## config.mk

```make
export PLATFORM = sky130hd
export DESIGN_NAME = irq_vec_ctrl
export DESIGN_NICKNAME = d
export VERILOG_FILES = /design/src/rtl/ivc_pkg.sv /design/src/rtl/ivc_trigger.sv /design/src/rtl/ivc_lowest.sv /design/src/rtl/irq_vec_ctrl.sv
export SDC_FILE = /design/constraint.sdc
export NUM_CORES = 1
export LEC_CHECK = 0
export CAP_MARGIN = 40
export CORE_MARGIN = 5
export CORE_UTILIZATION = 40
export CTS_BUF_LIST = sky130_fd_sc_hd__clkbuf_4
export CTS_CLUSTER_SIZE = 14
export DETAILED_ROUTE_END_ITERATION = 10
export GPL_ROUTABILITY_DRIVEN = 1
export HOLD_SLACK_MARGIN = 0.15
export MAX_ROUTING_LAYER = met4
export PLACE_DENSITY_LB_ADDON = 0.3
export SYNTH_ARGS = -nofsm -noshare
export SYNTH_HDL_FRONTEND = slang
export SYNTH_HIERARCHICAL = 1
export SYNTH_SLANG_ARGS = --single-unit
```

## constraint.sdc

```tcl
create_clock -name clk -period 3.9 [get_ports clk]
set_clock_uncertainty 0.2 [all_clocks]
set_input_delay 0.78 -clock clk [delete_from_list [all_inputs] [get_ports clk]]
set_output_delay 0.78 -clock clk [all_outputs]
set_load 0.05 [all_outputs]
```

## src/rtl/ivc_pkg.sv

```systemverilog
package ivc_pkg;

    localparam int unsigned DATA_W  = 32;
    localparam int unsigned NUM_SRC = 32;
    localparam int unsigned IDX_W   = $clog2(NUM_SRC);

    typedef enum logic [2:0] {
        OFS_STATUS = 3'd0,
        OFS_PEND   = 3'd1,
        OFS_ENA    = 3'd2,
        OFS_ACK    = 3'd3,
        OFS_SETEN  = 3'd4,
        OFS_CLREN  = 3'd5,
        OFS_VEC    = 3'd6,
        OFS_MASTER = 3'd7
    } ofs_e;

    typedef struct packed {
        logic [NUM_SRC-1:0] status;
        logic [NUM_SRC-1:0] enable;
        logic [1:0]         master;
        logic [NUM_SRC-1:0] in_prev;
    } state_t;

endpackage

```

## src/rtl/ivc_trigger.sv

```systemverilog
module ivc_trigger #(
    parameter int unsigned N         = 32,
    parameter logic [N-1:0] EDGE_MASK = '0
) (
    input  logic [N-1:0] irq_in,
    input  logic [N-1:0] in_prev,
    input  logic         latch_en,
    output logic [N-1:0] hit
);
    for (genvar i = 0; i < N; i++) begin : g_src
        if (EDGE_MASK[i]) begin : g_edge
            assign hit[i] = latch_en & irq_in[i] & ~in_prev[i];
        end else begin : g_level
            assign hit[i] = latch_en & irq_in[i];
        end
    end
endmodule

```

## src/rtl/ivc_lowest.sv

```systemverilog
module ivc_lowest #(
    parameter int unsigned N = 32,
    localparam int unsigned IW = $clog2(N)
) (
    input  logic [N-1:0]  req,
    output logic          found,
    output logic [IW-1:0] idx
);
    always_comb begin
        found = 1'b0;
        idx   = '0;
        for (int i = N - 1; i >= 0; i--) begin
            if (req[i]) begin
                found = 1'b1;
                idx   = IW'(i);
            end
        end
    end
endmodule

```

## src/rtl/irq_vec_ctrl.sv

```systemverilog
module irq_vec_ctrl
    import ivc_pkg::*;
#(
    parameter logic [NUM_SRC-1:0] EDGE_MASK = '0
) (
    input  logic              clk,
    input  logic              rst_n,
    input  logic              bus_sel,
    input  logic              bus_we,
    input  logic [2:0]        bus_word,
    input  logic [DATA_W-1:0] bus_wdata,
    output logic [DATA_W-1:0] bus_rdata,
    input  logic [NUM_SRC-1:0] irq_in,
    output logic              irq_out
);

    state_t st_d, st_q;

    logic [NUM_SRC-1:0] hit;
    logic [NUM_SRC-1:0] pend;
    logic               any_found;
    logic [IDX_W-1:0]   low_idx;
    logic [DATA_W-1:0]  vec;
    logic               wr_en;
    ofs_e               ofs;

    assign ofs   = ofs_e'(bus_word);
    assign wr_en = bus_sel & bus_we;

    ivc_trigger #(
        .N        (NUM_SRC),
        .EDGE_MASK(EDGE_MASK)
    ) u_trig (
        .irq_in  (irq_in),
        .in_prev (st_q.in_prev),
        .latch_en(st_q.master[1]),
        .hit     (hit)
    );

    assign pend = st_q.status & st_q.enable;

    ivc_lowest #(
        .N(NUM_SRC)
    ) u_low (
        .req  (pend),
        .found(any_found),
        .idx  (low_idx)
    );

    assign vec     = any_found ? DATA_W'(low_idx) : '1;
    assign irq_out = st_q.master[0] & any_found;

    // next-state computation
    always_comb begin
        st_d         = st_q;
        st_d.in_prev = irq_in;
        if (wr_en) begin
            case (ofs)
                OFS_STATUS: if (!st_q.master[1]) st_d.status = bus_wdata;
                OFS_ENA:    st_d.enable = bus_wdata;
                OFS_ACK:    st_d.status = st_q.status & ~bus_wdata;
                OFS_SETEN:  st_d.enable = st_q.enable | bus_wdata;
                OFS_CLREN:  st_d.enable = st_q.enable & ~bus_wdata;
                OFS_MASTER: st_d.master = bus_wdata[1:0];
                default:    ;
            endcase
        end
        // a capture in the same cycle overrides an acknowledge
        st_d.status = st_d.status | hit;
    end

    always_ff @(posedge clk) begin
        if (!rst_n) begin
            st_q <= '0;
        end else begin
            st_q <= st_d;
        end
    end

    // read mux
    always_comb begin
        case (ofs)
            OFS_STATUS: bus_rdata = st_q.status;
            OFS_PEND:   bus_rdata = pend;
            OFS_ENA:    bus_rdata = st_q.enable;
            OFS_VEC:    bus_rdata = vec;
            OFS_MASTER: bus_rdata = {30'd0, st_q.master};
            default:    bus_rdata = '0;
        endcase
    end

endmodule

```

* Yosys cells after proc, flatten, opt, wreduce, memory -nomap -nowiden
Cells that the tools add are included.
** Cells by class
- Reductions and logical operators :: 4
- Mux-type cells :: 71
- Equality and inequality tests :: 7
- $add $sub $neg :: 0
- Shift operators :: 0
- Divide/modulo/power cells :: 0
- Bitwise gates (word level) :: 40
- Order comparisons :: 0
- Multiply operators :: 0
** Operators with widths (count)
- 5-bit two-way mux :: 32
- 32-bit one-hot mux with 5 select lines :: 1
- 32-bit bitwise AND :: 3
- 32-bit one-hot mux with 3 select lines :: 1
- 66-bit two-way mux :: 1
- 32-bit two-way mux :: 2
- 32-bit OR :: 2
- 32-bit one-hot mux with 2 select lines :: 1
- 1-bit bitwise AND :: 34
- 1-bit two-way mux :: 32
- 32-bit NOT :: 1
- 3-bit == test (second input constant) :: 4
- 3-bit by 2-bit == test with 1-bit output (second input constant) :: 2
- 2-bit AND reduction :: 2
- 3-bit by 1-bit == test with 1-bit output (second input constant) :: 1
- 3-bit logical NOT :: 1
- 3-bit nonzero test :: 1
- 2-bit two-way mux :: 1
** Storage, ports and cells
- ROM bits :: 0
- RAM bits :: 0
- Input bits :: 71
- Memories :: 0
- Register bits after elaboration :: 66
- Logic and storage cells :: 125
- Bits in latches :: 0

* Logic depth before layout (Yosys ltp)
Gate-level depths: netlist (run 1).
- Word-level depth :: 35
- Mapped depth :: 10
- Mapped depth without buffers :: 10

* By module
The synthesis (run 1) kept the hierarchy.
** By module, submodules not included
- irq_vec_ctrl :: times used 1, area each 5371.4 um2, cells an instance 635, sequential area each 1961.9 um2
- ivc_lowest :: times used 1, area each 370.4 um2, cells an instance 65, sequential area each 0.0 um2
- ivc_trigger :: times used 1, area each 255.2 um2, cells an instance 35, sequential area each 0.0 um2

* Worst setup path after synthesis (run 1)
No wires, ideal clock.
- Path kind :: input -> output
- Start :: in bus_word[1]
- End :: out bus_rdata[14]
- Buffers on the path :: 3
- Stages on the path :: 6
- Data required time :: 2.920 ns
- Setup slack :: 0.185 ns
- Arrival time :: 2.735 ns
- Cell sequence :: buf_2 > nor2_1 > buf_2 > clkbuf_1 > a22oi_1 > o21ai_0
** On the way
- Cells in the longest elaborated chain, start to end :: 2
- Elaborated cells between the ends (all ways) :: 6
- Those cells by class :: 4 x eq/ne; 1 x mux; 1 x reduce/logical
** Ends and longest elaborated chain
- from (decl) :: RTL line irq_vec_ctrl.sv:10 : input logic [2:0] bus_word,
- 3-bit == test, or another cell as far along :: RTL line irq_vec_ctrl.sv:82 : case (ofs)
- 32-bit one-hot mux with 5 select lines (*) :: RTL line irq_vec_ctrl.sv:82
- to (decl) :: RTL line irq_vec_ctrl.sv:12 : output logic [DATA_W-1:0] bus_rdata,
Every way passes the cells marked *; elsewhere a longest branch is shown, timed or not.

* Worst setup path in the final report (run 1)
- Start :: reg st_q[77] (netlist bit)
- End :: out bus_rdata[22]
** On the way
- Cells in the longest elaborated chain, start to end :: 15
** Ends and longest elaborated chain
- from (decl) :: RTL line irq_vec_ctrl.sv:17 : state_t st_d, st_q;
- from (signal assigned) :: RTL line irq_vec_ctrl.sv:76 : st_q <= st_d;
- 32-bit bitwise AND :: RTL line irq_vec_ctrl.sv:40 : assign pend = st_q.status & st_q.enable;
- via pend[11] :: RTL line irq_vec_ctrl.sv:20 : logic [NUM_SRC-1:0] pend;
- 1-bit two-way mux (12 in series) :: RTL line ivc_lowest.sv:13 : if (req[i]) begin
- via any_found :: RTL line irq_vec_ctrl.sv:21 : logic any_found;
- 32-bit two-way mux :: RTL line irq_vec_ctrl.sv:50 : assign vec = any_found ? DATA_W'(low_idx) : '1;
- 32-bit one-hot mux with 5 select lines :: RTL line irq_vec_ctrl.sv:82
The timed path passes the listed nets, and every way through them passes these cells.

==> run metrics, run 1 <==
final cell utilization of the core 0.557; count of warnings emitted by yosys 6; clock tree buffer depth 2; sort of element at the start of the critical path register; worst reg2reg startpoint st_q[33]$_SDFFE_PN0P_; final setup margin 0.0191 ns; largest register by flop count st_q; layout-stage area growth over the synthesis result 36.6%; ratio of final minimum period to clock period 0.995; sum of routed wire length over all layers about 19,000 um; number of vias per cell after detailed routing between 6 and 7; number of antenna violations at the first check in global routing 1; max-slew violation count 0; Syn Std Cell Area approximately 5100 um^2; status completed; end of the worst register-to-register path st_q[84]$_SDFF_PN0_; slew of the pin with the lowest slew margin ~0.94 ns; critical-path maximum fanout 8; num rows 41; pin count of the biggest net entering global routing 48; type of the worst setup path register to primary output; Reg2Reg Setup Slack between 1 and 1.5 ns; Largest register FFs 66; clock transition at the registers of the reported paths ~0.11 ns; height of the chip approximately 120 um; clock tree from TritonCTS done; fraction of final layout cells with drive strength greater than 1 0.244; max-cap violation count 0; IO buf count approximately 100; area of the core 12,600 um^2; synthesized netlist cell count 668; DRC Markers 0; via total after detailed routing 5,774; number of cells traversed by the worst hold path 1; via count of the first global-routing pass just under 6,000; Max Clk Rate 0.258 GHz; Power Dens Cells around 230 nW/um^2; Finish-stage setup viols 0; required time of the worst setup path between 2 and 3 ns; minimum clock period after layout just under 4 ns; post-placement worst setup slack between 0.08 and 0.09 ns; setup TNS 0 ns; number of optimization iterations in the first detailed-route pass 5; non-filler instance count after layout slightly above 900; net count of the mapped netlist between 700 and 800; drt wl/cell about 20 um; HP Class register to register; net total in the final layout just over 800; first-pass GRT wire length 29,800 um; max-slew headroom at the worst pin 0.376; detailed placer's ending HPWL between 10,000 and 15,000 um; total power after layout between 1500 and 2000 uW; clock sink total between 60 and 70; unrepaired setup endpoints after global routing yes; GRT overflow 0; All-Layer GR Usage 0.251; H-tree lvl count 3; critical path capture point type primary output; standby leakage power around 0.0025 uW; cell count after placement 907; initial drt markers between 600 and 700; insertion delay of the later-clocked pin in the worst-skew pair between 0.4 and 0.5 ns; I/O pin count 104; Detail Route Antenna Nets 0; Post-Syn Area per Cell 7.70 um^2; number of cells traversed by the worst register-to-register path 5; buffer type at the clock tree root clkbuf_4; leading registers by flop count st_q x66; IR drop worst, VDD 148 uV; total die area 15,200 um^2; min-delay src st_q[47]$_SDFFE_PN0P_; final RePlAce weighted congestion 0.916; hold endpoint st_q[47]$_SDFFE_PN0P_; number of hold-repair buffers added at the cts stage 0; Horiz. Die Dim 123 um; hold violation total from the final report 0; initial core utilization 0.408; TritonCTS buffer count 9; worst path arrival time a little under 3 ns
-- critical path, cell delays in order (launching register included) --
cell and delay (ns):
dfxtp_1 0.38, and2_1 0.22, nor4_1 0.47, and2_1 0.25, nand3b_1 0.24, or3b_4 0.60, o21ai_2 0.14, buf_12 0.16
-- worst max-delay path by stage --
stage,startpoint,endpoint
6_report,st_q[77]$_SDFF_PN0_,bus_rdata[22]
5_1_grt,st_q[94]$_SDFF_PN0_,bus_rdata[0]
4_1_cts,st_q[86]$_SDFF_PN0_,bus_rdata[18]
3_5_place_dp,st_q[90]$_SDFF_PN0_,bus_rdata[18]
3_3_place_gp,st_q[90]$_SDFF_PN0_,bus_rdata[18]
2_1_floorplan,bus_word[1],bus_rdata[14]
-- report_power, final --
| group | internal (uW) | total [uW] | switching [uW] | leakage (uW) |
|---|---|---|---|---|
| Combinational | 205 | 449 | 244 | 0.00191 |
| Sequential | 688 | 705 | 17.5 | 0.000538 |
| Clock | 192 | 456 | 264 | 0.0000688 |
| Total | 1090 | 1610 | 526 | 0.00252 |
-- stage by stage --
stage                     instance area (um^2)  hold WS, ns
final                                     7030        0.333
after global routing                      7030        0.357
after CTS                                 6830        0.329
after detailed placement                  6660        0.306
after global placement                    6660        0.294
after floorplan                           5140        0.283
-- per-layer routing --
| layer | track usage | vias up | wire (um) |
|---|---|---|---|
| li1 | - | 2645 | - |
| met1 | 0.287 | 2772 | 7510 |
| met2 | 0.428 | 313 | 9380 |
| met3 | 0.0549 | 44 | 1600 |
| met4 | 0.102 | 0 | 382 |
| met5 | - | - | 0 |
-- repair_timing --
action                     CTS  global route
pin swaps                    2             9
setup buffers                1             5
gates resized for setup     11            69
setup endpoints to repair   29            31
gates cloned                 2             1
-- cells in the final DEF, fill, tap and decap left out, types with 9 or more instances in the layout --
cell / n
a221o_1: 32
a22oi_1: 30
a32o_1: 32
a32oi_1: 32
and2_1: 66
and2_2: 32
buf_12: 33
buf_4: 28
clkbuf_4: 10
clkdlybuf4s50_1: 69
dfxtp_1: 60
inv_1: 68
mux2_2: 31
nor2_1: 45
o21ai_0: 66
o21ai_1: 9
o21ai_2: 17
-- cell type report --
type,instances,area (um^2)
Tap cell,172,215
Antenna cell,1,2.50
Timing Repair Buffer,132,1570
Fill cell,1166,5590
Inverter,68,255
Clock buffer,10,75.1
Clock inverter,5,46.3
Multi-Input combinational cell,477,3530
Sequential cell,66,1340
Power figures use the tool's default switching activity.
==> run 2: changes to the inputs <==
SYNTH_HIERARCHICAL = unset   (was 1)
==> run 2 against run 1 <==
  * First-iteration DRC count shrank 30%
  * Final cell count down 6.4%
  * Sequential share of layout area rose by 2.1 points
  * Flip-flop and latch count stayed put
  * Count of clock-buffer cells in the layout unchanged
  * Design area down 11%
  * Critical path depth decreased by 2
  * Critical path type unchanged
==> run metrics, run 2 <==
status completed; number of optimization iterations in the first detailed-route pass 6 (+1); total power after layout 1650 uW (+2.4%); detailed route wirelength on metal3 1030 um (-36%); synthesized netlist cell count 641 (-4.0%); buffer type at the clock tree root clkbuf_4; slew of the pin with the lowest slew margin 0.765 ns (-0.172 ns); Post-Syn Area per Cell 7.26 um^2 (-5.8%); height of the chip 118 um (-4.5%); sort of element at the start of the critical path register; largest register by flop count st_q; first-pass GRT wire length 26,100 um (-12%); max-slew headroom at the worst pin 0.477 (+0.102); count leader, synth o21ai_0; total die area 13,900 um^2 (-8.8%); setup TNS 0 ns (unchanged); IR drop worst, VDD 210 uV (+42%); via total after detailed routing 5,267 (-8.8%); detailed placer's ending HPWL 10,800 um (-11%); area of the core 11,400 um^2 (-9.5%); initial core utilization 0.407 (about the same); unrepaired setup endpoints after global routing no; Max Clk Rate 0.271 GHz (+5.3%); portion of synthesized cell area occupied by the leading cell type 0.284; Horiz. Die Dim 118 um (-4.5%); clock tree buffer depth 2 (unchanged); clock transition at the registers of the reported paths 0.12 ns (about the same); synth top area cells dfxtp_1 (28%), a21boi_1 (8.9%), a21o_1 (8.9%); HP Class register to register; number of gates resized after CTS 0 (-11); H-tree lvl count 3 (unchanged); count of warnings emitted by yosys 0 (-6); sequential share of the synthesized area 0.284; critical-path maximum fanout 6 (-2); I/O pin count 104 (unchanged); Largest register FFs 66 (unchanged); required time of the worst setup path 2.92 ns (about the same); DRC Markers 0 (unchanged); setup fix buffers added after clock tree synthesis 0 (-1); cell type with the largest total area after synthesis dfxtp_1; All-Layer GR Usage 0.228 (-0.0230); Power Dens Cells 263 nW/um^2 (+15%); Sequential cell area 1320 um^2 (-1.0%); num rows 39 (-4.9%); IO buf count 103 (unchanged); clock sink total 66 (unchanged); leading registers by flop count st_q x66; Finish-stage setup viols 0 (unchanged); layout-stage area growth over the synthesis result 34.9%; clock tree from TritonCTS done; count of flip-flops with a built-in enable after synthesis 0; worst path arrival time 2.70 ns (-0.20 ns); TritonCTS buffer count 9 (unchanged); proportion of register bits with asynchronous set or reset after synthesis 0; top routing layer in use met4; type of the worst setup path register to primary output; Detail Route Antenna Nets 0 (unchanged); sum of routed wire length over all layers 16,100 um (-15%); fraction of final layout cells with drive strength greater than 1 0.115 (-0.129); final RePlAce weighted congestion 0.869 (-5.2%); Syn Std Cell Area 4650 um^2 (-9.6%); standby leakage power 0.00240 uW (-4.9%); total of fill cells in the finished design 1,100 (-5.7%); drt wl/cell 18.5 um (-8.8%); Met2 Routed Length 7940 um (-15%); most common cell after layout, fill and taps aside o21ai_0; M1 WL 6880 um (-8.4%); hold violation total from the final report 0 (unchanged); number of distinct standard cells referenced by the synthesized netlist slightly below 50; max-cap violation count 0 (unchanged); critical path capture point type primary output; GRT overflow 0 (unchanged); via count of the first global-routing pass 5,217 (-11%); multi-input logic area 3090 um^2 (-12%); max-slew violation count 0 (unchanged); number of vias per cell after detailed routing 6.05 (-2.5%); number of register bits inferred by synthesis 66; leading cell types by count after synthesis o21ai_0 (82), nor2_1 (67), dfxtp_1 (66), nand2_1 (65), a21oi_1 (64); initial drt markers 434 (-30%); Inserted Diodes 0 (-1); net count of the mapped netlist 712 (-3.7%); ratio of final minimum period to clock period 0.945 (-0.0505); number of hold-repair buffers added at the cts stage 0 (unchanged); final hold slack 0.303 ns (-0.0306 ns); net total in the final layout 794 (-3.8%); number of antenna violations at the first check in global routing 0 (-1); insertion delay of the later-clocked pin in the worst-skew pair 0.41 ns (-0.02 ns); highest-count cells in the layout ignoring fill and taps o21ai_0 (82), clkdlybuf4s50_1 (70), nor2_1 (66), nand2_1 (65), dfxtp_1 (65); minimum clock period after layout 3.68 ns (-0.197 ns); pin count of the biggest net entering global routing 67 (+40%); most common flop cell mapped by yosys dfxtp_1
==> run 2: cell families (layout without fill, tap and decap cells) <==
logic type,after synthesis,after routing,share of synthesized area
AO/OA/AOI/OAI,359,359,0.514
buffers and inverters,56,143,0.0535
multiplexers,2,2,0.00430
AND/OR/NAND/NOR,158,158,0.144
flip-flops,66,66,0.284
==> run 2: routing by layer <==
layer  vias up  track usage
met5         -            -
met4         0       0.0803
met3        28       0.0360
met2       218        0.379
met1      2487        0.282
li1       2534            -
==> run 2: final timing paths <==
path | to | cells after the start | slack [ns] | startpoint
worst max-delay path | irq_out | 5 | 0.22 | st_q[81]$_SDFF_PN0_
worst min-delay path | st_q[34]$_SDFFE_PN0P_ | 2 | 0.30 | st_q[34]$_SDFFE_PN0P_
worst max register to register | st_q[88]$_SDFF_PN0_ | 6 | 1.62 | st_q[33]$_SDFFE_PN0P_
worst min register to register | st_q[34]$_SDFFE_PN0P_ | 2 | 0.30 | st_q[34]$_SDFFE_PN0P_
==> run 2: cell type report <==
class,count,share of cell area
multi-input cells,519,0.493
repair buffers,123,0.241
flip-flops and latches,66,0.211
well taps,143,0.0285
clock inverters,6,0.0130
clock buffers,10,0.0120
inverters,4,0.00239
==> run 2: report_power, final <==
group          switching, uW  total (uW)  internal, uW
Clock                    266         529           263
Combinational            214         405           191
Sequential              24.5         716           691
Total                    505        1650          1150
==> run 2: worst max-delay path, cell delays in order (launching register included) <==
cell and delay, ns:
dfxtp_1 0.39, a22oi_1 0.36, nand4_1 0.24, nor4_2 0.39, a31oi_1 0.17, clkdlybuf4s50_1 0.73
==> run 2: through the flow <==
| stage | instances | worst slack, ns | instance area, um^2 | util |
|---|---|---|---|---|
| after floorplan | 641 | 0.332 | 4650 | - |
| after global placement | 855 | 0.350 | 6120 | 0.536 |
| after detailed placement | 855 | 0.300 | 6120 | 0.536 |
| after CTS | 871 | 0.227 | 6270 | 0.549 |
| after global routing | 871 | 0.0767 | 6270 | 0.549 |
| final | 871 | 0.216 | 6270 | 0.549 |
